## src/rtl/irq_msi_pkg.sv

```systemverilog
package irq_msi_pkg;

    localparam int VEC_W = 8;
    localparam logic [11:0] MSI_WINDOW = 12'hFEE;

    // writable fields of one redirection entry
    typedef struct packed {
        logic [15:0]      dest;       // entry 63:48
        logic             mask;       // entry 16
        logic             level;      // entry 15
        logic             act_low;    // entry 13
        logic             dest_mode;  // entry 11
        logic [2:0]       dlv_mode;   // entry 10:8
        logic [VEC_W-1:0] vector;     // entry 7:0
    } rte_cfg_t;

    typedef struct packed {
        logic [31:0] addr;
        logic [31:0] data;
    } msi_msg_t;

    localparam rte_cfg_t RTE_RESET = '{dest: 16'h0, mask: 1'b1, level: 1'b0,
                                       act_low: 1'b0, dest_mode: 1'b0,
                                       dlv_mode: 3'b0, vector: '0};

    function automatic msi_msg_t build_msg(rte_cfg_t c);
        msi_msg_t m;
        m.addr = {MSI_WINDOW, c.dest, c.dest_mode, 3'b000};
        m.data = {16'h0, c.level, 4'h0, c.dlv_mode, c.vector};
        return m;
    endfunction

    function automatic logic [31:0] read_lo(rte_cfg_t c, logic rirr, logic dstat);
        return {15'h0, c.mask, c.level, rirr, c.act_low, dstat,
                c.dest_mode, c.dlv_mode, c.vector};
    endfunction

    function automatic logic [31:0] read_hi(rte_cfg_t c);
        return {c.dest, 16'h0};
    endfunction

    function automatic rte_cfg_t write_lo(rte_cfg_t c, logic [31:0] w);
        rte_cfg_t n = c;
        n.mask      = w[16];
        n.level     = w[15];
        n.act_low   = w[13];
        n.dest_mode = w[11];
        n.dlv_mode  = w[10:8];
        n.vector    = w[7:0];
        return n;
    endfunction

endpackage

```

## src/rtl/irq_pin_ctl.sv

```systemverilog
module irq_pin_ctl
    import irq_msi_pkg::*;
(
    input  logic             clk,
    input  logic             rst,
    input  logic             line,
    input  logic             we_lo,
    input  logic             we_hi,
    input  logic [31:0]      wdata,
    input  logic             eoi_valid,
    input  logic [VEC_W-1:0] eoi_vector,
    input  logic             accept,
    input  logic             inflight,
    output logic             req,
    output msi_msg_t         msg,
    output logic [31:0]      rd_lo,
    output logic [31:0]      rd_hi
);

    rte_cfg_t cfg;
    logic     prev_act;
    logic     pend;
    logic     rirr;
    logic     act;
    logic     eoi_hit;

    assign act     = line ^ cfg.act_low;
    assign eoi_hit = eoi_valid && cfg.level && (eoi_vector == cfg.vector);

    always_ff @(posedge clk) begin
        if (rst) begin
            cfg      <= RTE_RESET;
            prev_act <= 1'b0;
            pend     <= 1'b0;
            rirr     <= 1'b0;
        end else begin
            if (we_lo) cfg <= write_lo(cfg, wdata);
            if (we_hi) cfg.dest <= wdata[31:16];
            prev_act <= act;
            // edge capture; dropped while masked or in level mode
            if (cfg.level || cfg.mask) begin
                pend <= 1'b0;
            end else begin
                if (accept) pend <= 1'b0;
                if (act && !prev_act) pend <= 1'b1;
            end
            // remote IRR: acceptance wins over a same-cycle EOI
            if (!cfg.level)   rirr <= 1'b0;
            else if (accept)  rirr <= 1'b1;
            else if (eoi_hit) rirr <= 1'b0;
        end
    end

    assign req   = !cfg.mask && (cfg.level ? (act && !rirr) : pend);
    assign msg   = build_msg(cfg);
    assign rd_lo = read_lo(cfg, rirr, inflight);
    assign rd_hi = read_hi(cfg);


    accept_sets_irr_chk: assert property (@(posedge clk) disable iff (rst)
        accept && cfg.level |=> rirr);


    eoi_clears_irr_chk: assert property (@(posedge clk) disable iff (rst)
        eoi_hit && !accept && !we_lo |=> !rirr);

endmodule

```

## src/rtl/irq_msi_arb.sv

```systemverilog
module irq_msi_arb
    import irq_msi_pkg::*;
#(
    parameter int NPINS = 8
) (
    input  logic             clk,
    input  logic             rst,
    input  logic [NPINS-1:0] req,
    input  msi_msg_t         msgs [NPINS],
    input  logic             msg_ready,
    output logic             msg_valid,
    output msi_msg_t         msg_out,
    output logic [NPINS-1:0] accept,
    output logic [NPINS-1:0] busy
);

    localparam int IW = (NPINS > 1) ? $clog2(NPINS) : 1;

    logic [IW-1:0] owner;
    logic [IW-1:0] pick;
    logic          found;

    always_comb begin
        found = 1'b0;
        pick  = '0;
        for (int i = NPINS - 1; i >= 0; i--) begin
            if (req[i]) begin
                found = 1'b1;
                pick  = IW'(i);
            end
        end
    end

    always_ff @(posedge clk) begin
        if (rst) begin
            msg_valid <= 1'b0;
            owner     <= '0;
            msg_out   <= '0;
        end else if (msg_valid && msg_ready) begin
            msg_valid <= 1'b0;
        end else if (!msg_valid && found) begin
            msg_valid <= 1'b1;
            owner     <= pick;
            msg_out   <= msgs[pick];
        end
    end

    for (genvar g = 0; g < NPINS; g++) begin : g_own
        assign busy[g]   = msg_valid && (owner == IW'(g));
        assign accept[g] = busy[g] && msg_ready;
    end


    hold_msg_chk: assert property (@(posedge clk) disable iff (rst)
        msg_valid && !msg_ready |=> msg_valid && $stable(msg_out));


    one_owner_chk: assert property (@(posedge clk) disable iff (rst)
        $onehot0(busy));

endmodule

```

## src/rtl/irq_msi_router.sv

```systemverilog
module irq_msi_router
    import irq_msi_pkg::*;
#(
    parameter int NPINS = 8
) (
    input  logic                     clk,
    input  logic                     rst,
    input  logic [NPINS-1:0]         irq_in,
    input  logic                     cfg_we,
    input  logic [$clog2(NPINS)-1:0] cfg_pin,
    input  logic                     cfg_hi,
    input  logic [31:0]              cfg_wdata,
    output logic [31:0]              cfg_rdata,
    input  logic                     eoi_valid,
    input  logic [7:0]               eoi_vector,
    output logic                     msg_valid,
    input  logic                     msg_ready,
    output logic [31:0]              msg_addr,
    output logic [31:0]              msg_data
);

    logic [NPINS-1:0] req;
    logic [NPINS-1:0] accept;
    logic [NPINS-1:0] busy;
    msi_msg_t         msgs  [NPINS];
    logic [31:0]      rd_lo [NPINS];
    logic [31:0]      rd_hi [NPINS];
    msi_msg_t         msg_out;

    for (genvar g = 0; g < NPINS; g++) begin : g_pin
        irq_pin_ctl pin_i (
            .clk        (clk),
            .rst        (rst),
            .line       (irq_in[g]),
            .we_lo      (cfg_we && !cfg_hi && (cfg_pin == g)),
            .we_hi      (cfg_we && cfg_hi && (cfg_pin == g)),
            .wdata      (cfg_wdata),
            .eoi_valid  (eoi_valid),
            .eoi_vector (eoi_vector),
            .accept     (accept[g]),
            .inflight   (busy[g]),
            .req        (req[g]),
            .msg        (msgs[g]),
            .rd_lo      (rd_lo[g]),
            .rd_hi      (rd_hi[g])
        );
    end

    irq_msi_arb #(.NPINS(NPINS)) arb_i (
        .clk       (clk),
        .rst       (rst),
        .req       (req),
        .msgs      (msgs),
        .msg_ready (msg_ready),
        .msg_valid (msg_valid),
        .msg_out   (msg_out),
        .accept    (accept),
        .busy      (busy)
    );

    assign cfg_rdata = cfg_hi ? rd_hi[cfg_pin] : rd_lo[cfg_pin];
    assign msg_addr  = msg_out.addr;
    assign msg_data  = msg_out.data;


    addr_window_chk: assert property (@(posedge clk) disable iff (rst)
        msg_valid |-> msg_addr[31:20] == 12'hFEE && msg_addr[2:0] == 3'b000);

endmodule

```

## config.mk

```make
export PLATFORM = sky130hd
export DESIGN_NAME = irq_msi_router
export DESIGN_NICKNAME = d
export VERILOG_FILES = /design/src/rtl/irq_msi_pkg.sv /design/src/rtl/irq_pin_ctl.sv /design/src/rtl/irq_msi_arb.sv /design/src/rtl/irq_msi_router.sv
export SDC_FILE = /design/constraint.sdc
export NUM_CORES = 1
export LEC_CHECK = 0
export BUFFER_PORTS_ARGS = -buffer_cell sky130_fd_sc_hd__buf_4
export CAP_MARGIN = 40
export CORE_MARGIN = 2
export CORE_UTILIZATION = 55
export DETAILED_ROUTE_END_ITERATION = 12
export GPL_TIMING_DRIVEN = 0
export PLACE_DENSITY = 0.73
export SLEW_MARGIN = 20
export SYNTH_ARGS = -nofsm -noshare
export SYNTH_HDL_FRONTEND = slang
export SYNTH_SLANG_ARGS = --single-unit
```

## constraint.sdc

```tcl
create_clock -name clk -period 4.2 [get_ports clk]
set_input_delay 0.42 -clock clk [delete_from_list [all_inputs] [get_ports clk]]
set_output_delay 0.42 -clock clk [all_outputs]
set_load 0.01 [all_outputs]
```

==> results.sh, run 1 <==
export IMPL_status="complete, no violations"
export IMPL_worst_pin_slew_ps=923
export IMPL_reg2reg_slack_ps=730
export IMPL_grt_use_met2_pct=59.0
export IMPL_startpoint_type="primary input"
export IMPL_critical_path_required_ps=3780
export IMPL_min_path_cells=3
export IMPL_clock_path_buffers=3
export IMPL_core_area_sq_um=28500
export IMPL_root_buffer="clkbuf_16"
export IMPL_firstDrtPassIters=8
export IMPL_wl_mm=56.8
export IMPL_synth_compound_area_share_pct=12.4
export IMPL_clk_pin_slew_ps=60
export IMPL_setup_tns_ps=0
export IMPL_use_met3_pct=9.34
export IMPL_maxSlewHeadroom_pct=38.5
export IMPL_finalWorstSetupSlack_ps=311
export IMPL_grt_remaining_overflow=0
export IMPL_drc=0
export IMPL_antenna_found_initial=3
export IMPL_vias=15100
export IMPL_ios=154
export IMPL_peakVddDrop_mv=0.324
export IMPL_numCtsBuffers=34
export IMPL_yosys_warnings=0
export IMPL_setup_viol=0
export IMPL_synth_xor_area_share_pct=4.25
export IMPL_total_power_mw=6.59
export IMPL_htreeDepth=2
export IMPL_post_cts_buffers=0
export IMPL_start_util_pct=55.6
export IMPL_mostFrequentLayoutCells="nand2_1 (552), dfxtp_1 (306), a21oi_1 (260)"
export IMPL_fin_worst_skew_ps=24.7
export IMPL_drive_above_1_share_pct=19.3
export IMPL_synth_simple_area_share_pct=19.3
export IMPL_cp_startpoint="cfg_pin[0]"
export IMPL_finalCritPeriodShare_pct=92.6
export IMPL_nets=2087
export IMPL_top_usage_layer="met2"
export IMPL_die_area_sq_um=30200
export IMPL_cts_tree="yes"
export IMPL_min_delay_path_class="primary input to flip-flop"
export IMPL_hold_path_endpoint="g_pin[2].pin_i.prev_act"
export IMPL_fp_dieW_um=174
export IMPL_first_global_vias=14600
export IMPL_hpwlAfterDp_mm=39.9
export IMPL_gp_congestion=1.00
export IMPL_grt_pass1_wl_mm=84.8
export IMPL_final_util_pct=64.4
export IMPL_slew_viol_final=0
export IMPL_std_cell_rows=62
export IMPL_max_freq_ghz=0.257
export IMPL_grt_max_degree=15
export IMPL_period_minus_slack_ps=3890
export IMPL_grtUsageMet1_pct=45.0
export IMPL_layout_commonest_cell="nand2_1"
export IMPL_cts_hold_buf=0
export IMPL_synth_top_family_by_area="multiplexers"
export IMPL_avgSynthCellArea_sq_um=8.48
export IMPL_rsz0062_at_grt="no"
export IMPL_power_leakage_nw=6.95
export IMPL_cp_arrival_ps=3470
export IMPL_n_fill_cell=2496
export IMPL_timing_rr_start="g_pin[1].pin_i.msg[15]"
export IMPL_yosysSeqAreaShare_pct=38.6
export IMPL_finalHoldViolCount=0
export IMPL_synth_cell_area_sq_um=15900
export IMPL_ys_ff_latch=306
export IMPL_cp_end_kind="output pin"
export IMPL_viasPerCell=6.18
export IMPL_p_per_area_nw_per_um2=359
export IMPL_worstPathMaxFanout=10
export IMPL_grt_total_usage_pct=36.7
export IMPL_r2r_end="arb_i.msg_out[42]"
export IMPL_cts_sinks=306
export IMPL_reg2regPathDepth=7
export IMPL_wire_per_inst_um=23.3
export IMPL_port_buffers=83
export IMPL_ctsResizeCount=0
export IMPL_post_place_ws_ps=444
export IMPL_path_class="primary input to output pin"
export IMPL_syn_inst=1872
export IMPL_synth_cell_types=48
export IMPL_clkLatencyLatePin_ps=530
export IMPL_synth_adder_area_share_pct=0
export IMPL_antenna_left=0
export IMPL_die_height_um=174
export IMPL_hp_start="irq_in[2]"
export IMPL_yosys_mux_area_fraction_pct=19.3
export IMPL_drt_iter0_markers=1797
export IMPL_area_delta_synth_final_pct=15.8
export IMPL_cap_violations=0
-- cells by family (layout without fill, tap and decap cells) --
family                    after synthesis  count (layout)
AOI/OAI and AO/OA                     346             346
xor gates and xnor gates               77              77
buffers and inverters                 195             352
DFF                                   306             306
muxes                                 211             211
other                                   1              27
and+or+nand+nor                       736             736
-- through the flow --
| step | hold WS (ps) | area, sq um | std cells |
|---|---|---|---|
| after global routing | 214 | 18400 | 2438 |
| final | 168 | 18400 | 2439 |
| after detailed placement | 456 | 17200 | 2371 |
| after CTS | 183 | 18300 | 2430 |
| after global placement | 449 | 17100 | 2363 |
| after floorplan | 442 | 16000 | 1896 |
-- worst max path at each step --
stage / slack, ps / cells past startpoint / endpoint
finish: 310 / 8 / cfg_rdata[10]
global route: 230 / 8 / cfg_rdata[10]
CTS: 440 / 8 / cfg_rdata[10]
detailed placement: 440 / 8 / cfg_rdata[10]
global placement: 500 / 8 / cfg_rdata[10]
floorplan: 1510 / 5 / cfg_rdata[16]
-- power by group --
group | leakage [nW] | internal, mW | switching, mW
clock network | 0.553 | 1.84 | 1.26
logic | 3.92 | 0.176 | 0.346
registers | 2.47 | 2.94 | 0.0319
-- cell type report --
type                    instances  area, sq um  area share, %
multi-input cells            1395         8870           48.3
flip-flops and latches        306         6130           33.3
clock buffers                  44          982           5.34
plain buffers                 192          955           5.19
repair buffers                 98          781           4.25
well taps                     384          480           2.61
clock inverters                15          166          0.905
inverters                       3         11.3         0.0613
diodes                          2         5.00         0.0272
-- registers in the layout, indices dropped and copies added (netlist names) --
| name | count |
|---|---|
| g_pin.pin_i.pend | 8 |
| arb_i.msg_out | 30 |
| arb_i.msg_valid | 1 |
| g_pin.pin_i.prev_act | 8 |
| arb_i.owner | 3 |
| g_pin.pin_i.rd_lo | 16 |
| g_pin.pin_i.msg | 232 |
| g_pin.pin_i.rirr | 8 |
-- cell usage after synthesis, drive strengths merged --
cell | instances | area share [%]
or4 | 1 | 0.047
and3b | 1 | 0.055
and2 | 2 | 0.079
nand2 | 552 | 13
and3 | 2 | 0.11
o31ai | 1 | 0.047
or2 | 2 | 0.079
or3b | 7 | 0.39
nand4 | 8 | 0.32
a22o | 1 | 0.055
xor2 | 54 | 3.0
nor3b | 3 | 0.14
nor4 | 17 | 0.67
dfxtp | 306 | 39
clkbuf | 112 | 2.8
o32a | 1 | 0.071
a211oi | 2 | 0.095
nor2b | 19 | 0.75
a31o | 2 | 0.11
mux4 | 65 | 9.2
nand2b | 10 | 0.39
a2bb2oi | 5 | 0.28
a31oi | 3 | 0.12
nand3 | 38 | 1.2
buf | 80 | 3.2
conb | 1 | 0.024
a211o | 1 | 0.055
nor2 | 58 | 1.4
nand3b | 10 | 0.47
inv | 3 | 0.071
a22oi | 60 | 2.9
mux2 | 116 | 8.2
o21ai | 4 | 0.13
xnor2 | 23 | 1.3
o41ai | 6 | 0.33
mux2i | 30 | 1.9
nor3 | 6 | 0.19
a21oi | 260 | 8.2
-- critical path: stages --
cell,delay (ps)
buf_2,230
buf_2,420
clkbuf_1,630
buf_1,760
mux4_2,410
mux2i_1,320
nor2_1,80
buf_4,180
-- routing by layer --
layer  part of all wire [%]  routed length [um]  up-vias
met5                  0.032                  18        -
met4                    6.1                3490        4
met3                     11                6370      262
met2                     46               25900     1010
met1                     37               21000     7112
li1                       -                   -     6687
No activity file was read; power rests on OpenSTA's default activity.
==> run 2, diff against run 1 <==
Settings changed: ABC_AREA set to 1, CELL_PAD_IN_SITES_DETAIL_PLACEMENT set to 1, CELL_PAD_IN_SITES_GLOBAL_PLACEMENT set to 1, CORE_UTILIZATION 55 to 46, PLACE_DENSITY 0.73 to 0.84.
==> run 2 against run 1 <==
  * Clock skew decreased by 12 ps
  * Sequential share of layout area is 1.6 points lower
  * Wire length grew 67%
  * Flip-flop and latch count did not move
  * Die area rose by 21%
  * Synthesized area increased by 1.3%
  * Non-clock buffer count grew 68
  * Largest power group unchanged
==> results.sh, run 2 <==
export IMPL_cap_violations=0
export IMPL_maxSlewHeadroom_pct=25.8
export IMPL_cts_hold_buf=0
export IMPL_post_place_ws_ps=499
export IMPL_largest_reg_flops=232
export IMPL_power_leakage_nw=7.89
export IMPL_post_cts_buffers=0
export IMPL_worst_pin_slew_ps=1100
export IMPL_final_util_pct=56.0
export IMPL_critical_path_required_ps=3780
export IMPL_cts_sinks=306
export IMPL_avgSynthCellArea_sq_um=6.71
export IMPL_layout_commonest_cell="nand2_1"
export IMPL_fp_dieW_um=191
export IMPL_clock_path_buffers=3
export IMPL_synth_cell_area_sq_um=16100
export IMPL_numCtsBuffers=38
export IMPL_cp_arrival_ps=3670
export IMPL_core_area_sq_um=34500
export IMPL_synth_cell_types=45
export IMPL_max_freq_ghz=0.245
export IMPL_startpoint_type="primary input"
export IMPL_drt_iter0_markers=2666
export IMPL_yosysSeqAreaShare_pct=38.1
export IMPL_path_class="primary input to output pin"
export IMPL_std_cell_rows=68
export IMPL_peakVddDrop_mv=0.332
export IMPL_ios=154
export IMPL_grt_max_degree=14
export IMPL_die_area_sq_um=36500
export IMPL_mostFrequentLayoutCells="nand2_1 (388), dfxtp_1 (306), nand3_1 (301)"
export IMPL_rsz0062_at_grt="no"
export IMPL_dpl_cell_area_sq_um=17800
export IMPL_root_buffer="clkbuf_16"
export IMPL_finalWorstSetupSlack_ps=114
export IMPL_syn_inst=2397
export IMPL_drc=0
export IMPL_yosysTopAreaCell="dfxtp_1"
export IMPL_clkLatencyLatePin_ps=570
export IMPL_fin_worst_skew_ps=13.0
export IMPL_start_util_pct=46.7
export IMPL_vias=20500
export IMPL_async_flop_share_pct=0
export IMPL_min_delay_path_class="primary input to flip-flop"
export IMPL_ctsResizeCount=0
export IMPL_yosysMostFrequentCell="nand2_1"
export IMPL_first_global_vias=20100
export IMPL_viasPerCell=6.63
export IMPL_area_delta_synth_final_pct=19.9
export IMPL_clk_pin_slew_ps=70
export IMPL_antenna_left=0
export IMPL_worstPathMaxFanout=10
export IMPL_dp_cells=3012
export IMPL_status="complete, no violations"
export IMPL_cts_tree="yes"
export IMPL_finalCritPeriodShare_pct=97.3
export IMPL_grt_pass1_wl_mm=133
export IMPL_p_per_area_nw_per_um2=376
export IMPL_drive_above_1_share_pct=11.7
export IMPL_die_height_um=191
export IMPL_firstDrtPassIters=6
export IMPL_synthTopCellsByArea="dfxtp_1 (38%), nand3_1 (9.4%), nand2_1 (9.1%)"
export IMPL_grt_remaining_overflow=0
export IMPL_setup_viol=0
export IMPL_fin_area_sq_um=19300
export IMPL_antenna_found_initial=4
export IMPL_period_minus_slack_ps=4090
export IMPL_setup_tns_ps=0
export IMPL_cpMaxStageDelayCell="o311ai_0"
export IMPL_ys_flop_type="dfxtp_1"
export IMPL_yosys_warnings=0
export IMPL_synth_top_cell_area_share_pct=38.1
export IMPL_gp_congestion=1.04
export IMPL_cp_end_kind="output pin"
export IMPL_nets=2672
export IMPL_grt_total_usage_pct=51.2
export IMPL_final_cell_count_no_fill=3100
export IMPL_htreeDepth=2
export IMPL_port_buffers=119
export IMPL_synth_edf_count=0
export IMPL_wire_per_inst_um=30.7
export IMPL_path_cells="buf_4 > nand2_1 > clkbuf_1 > clkbuf_1 > o22ai_1 > o311ai_0 > nand2_1 > buf_4"
export IMPL_hpwlAfterDp_mm=67.9
export IMPL_ys_ff_latch=306
export IMPL_synth_commonest_cells="nand2_1 (388), dfxtp_1 (306), nand3_1 (301), o21ai_0 (267), nor2_1 (238)"
export IMPL_cp_slowest_stage_delay_ps=990
export IMPL_slew_viol_final=0
export IMPL_wl_mm=95.0
export IMPL_finalHoldViolCount=0
-- run 2: cell count changes after synthesis, moves of 43 or more --
| cell | change |
|---|---|
| mux4_2 | -65 |
| nor2_1 | +180 |
| o22ai_1 | +43 |
| o21ai_0 | +265 |
| nand2_1 | -164 |
| mux2_2 | -87 |
| a21oi_1 | -83 |
| inv_1 | +228 |
| nand3_1 | +263 |
-- run 2: cell type report --
cell class,instances,area [sq um]
antenna,4,10.0
buffer,204,992
clock buffer,55,1140
clock inverter,11,116
fill,4632,15200
inverter,243,912
multi-input combinational,1668,8160
sequential,306,6130
tap,455,569
timing repair buffer,154,1260
-- run 2: report_power, final --
part           internal, mW  switching [mW]  total [mW]
clock network          2.00            1.42        3.42
registers              2.96          0.0471        3.01
logic                 0.225           0.603       0.827
total                  5.19            2.07        7.26
-- run 2: path summary, 6_finish.rpt --
kind,startpoint,end,slack (ps),cells past startpoint
setup reg to reg,g_pin[0].pin_i.msg[15],arb_i.msg_out[4],980,12
hold / removal,irq_in[1],g_pin[1].pin_i.prev_act,130,3
hold reg to reg,g_pin[3].pin_i.rd_lo[16],g_pin[3].pin_i.pend,440,1
setup / recovery,cfg_pin[0],cfg_rdata[16],110,8
-- run 2: metal layers --
layer  share of wire, %  track usage [%]
met5              0.024                0
met4                 12             50.7
met3                 13             15.4
met2                 41             75.1
met1                 34             58.3
-- run 2: logic make-up after synthesis --
family / share of synthesized area (%)
compound gates: 22.7
xor+xnor: 1.31
other cells: 0.0233
buf+inv: 11.8
flops: 38.1
simple gates: 26.0
-- run 2: stage by stage --
stage | hold slack, ps | power [mW]
finish | 133 | 7.26
global route | 173 | 7.34
CTS | 132 | 7.12
detailed placement | 416 | 3.81
global placement | 409 | 3.77
floorplan | 396 | 3.41
-- run 2: critical path, delay by kind of cell --
kind	cells	cell delay, ps
buffers and inverters	4	1650
and+or+nand+nor	2	310
AOI/OAI and AO/OA	2	1270
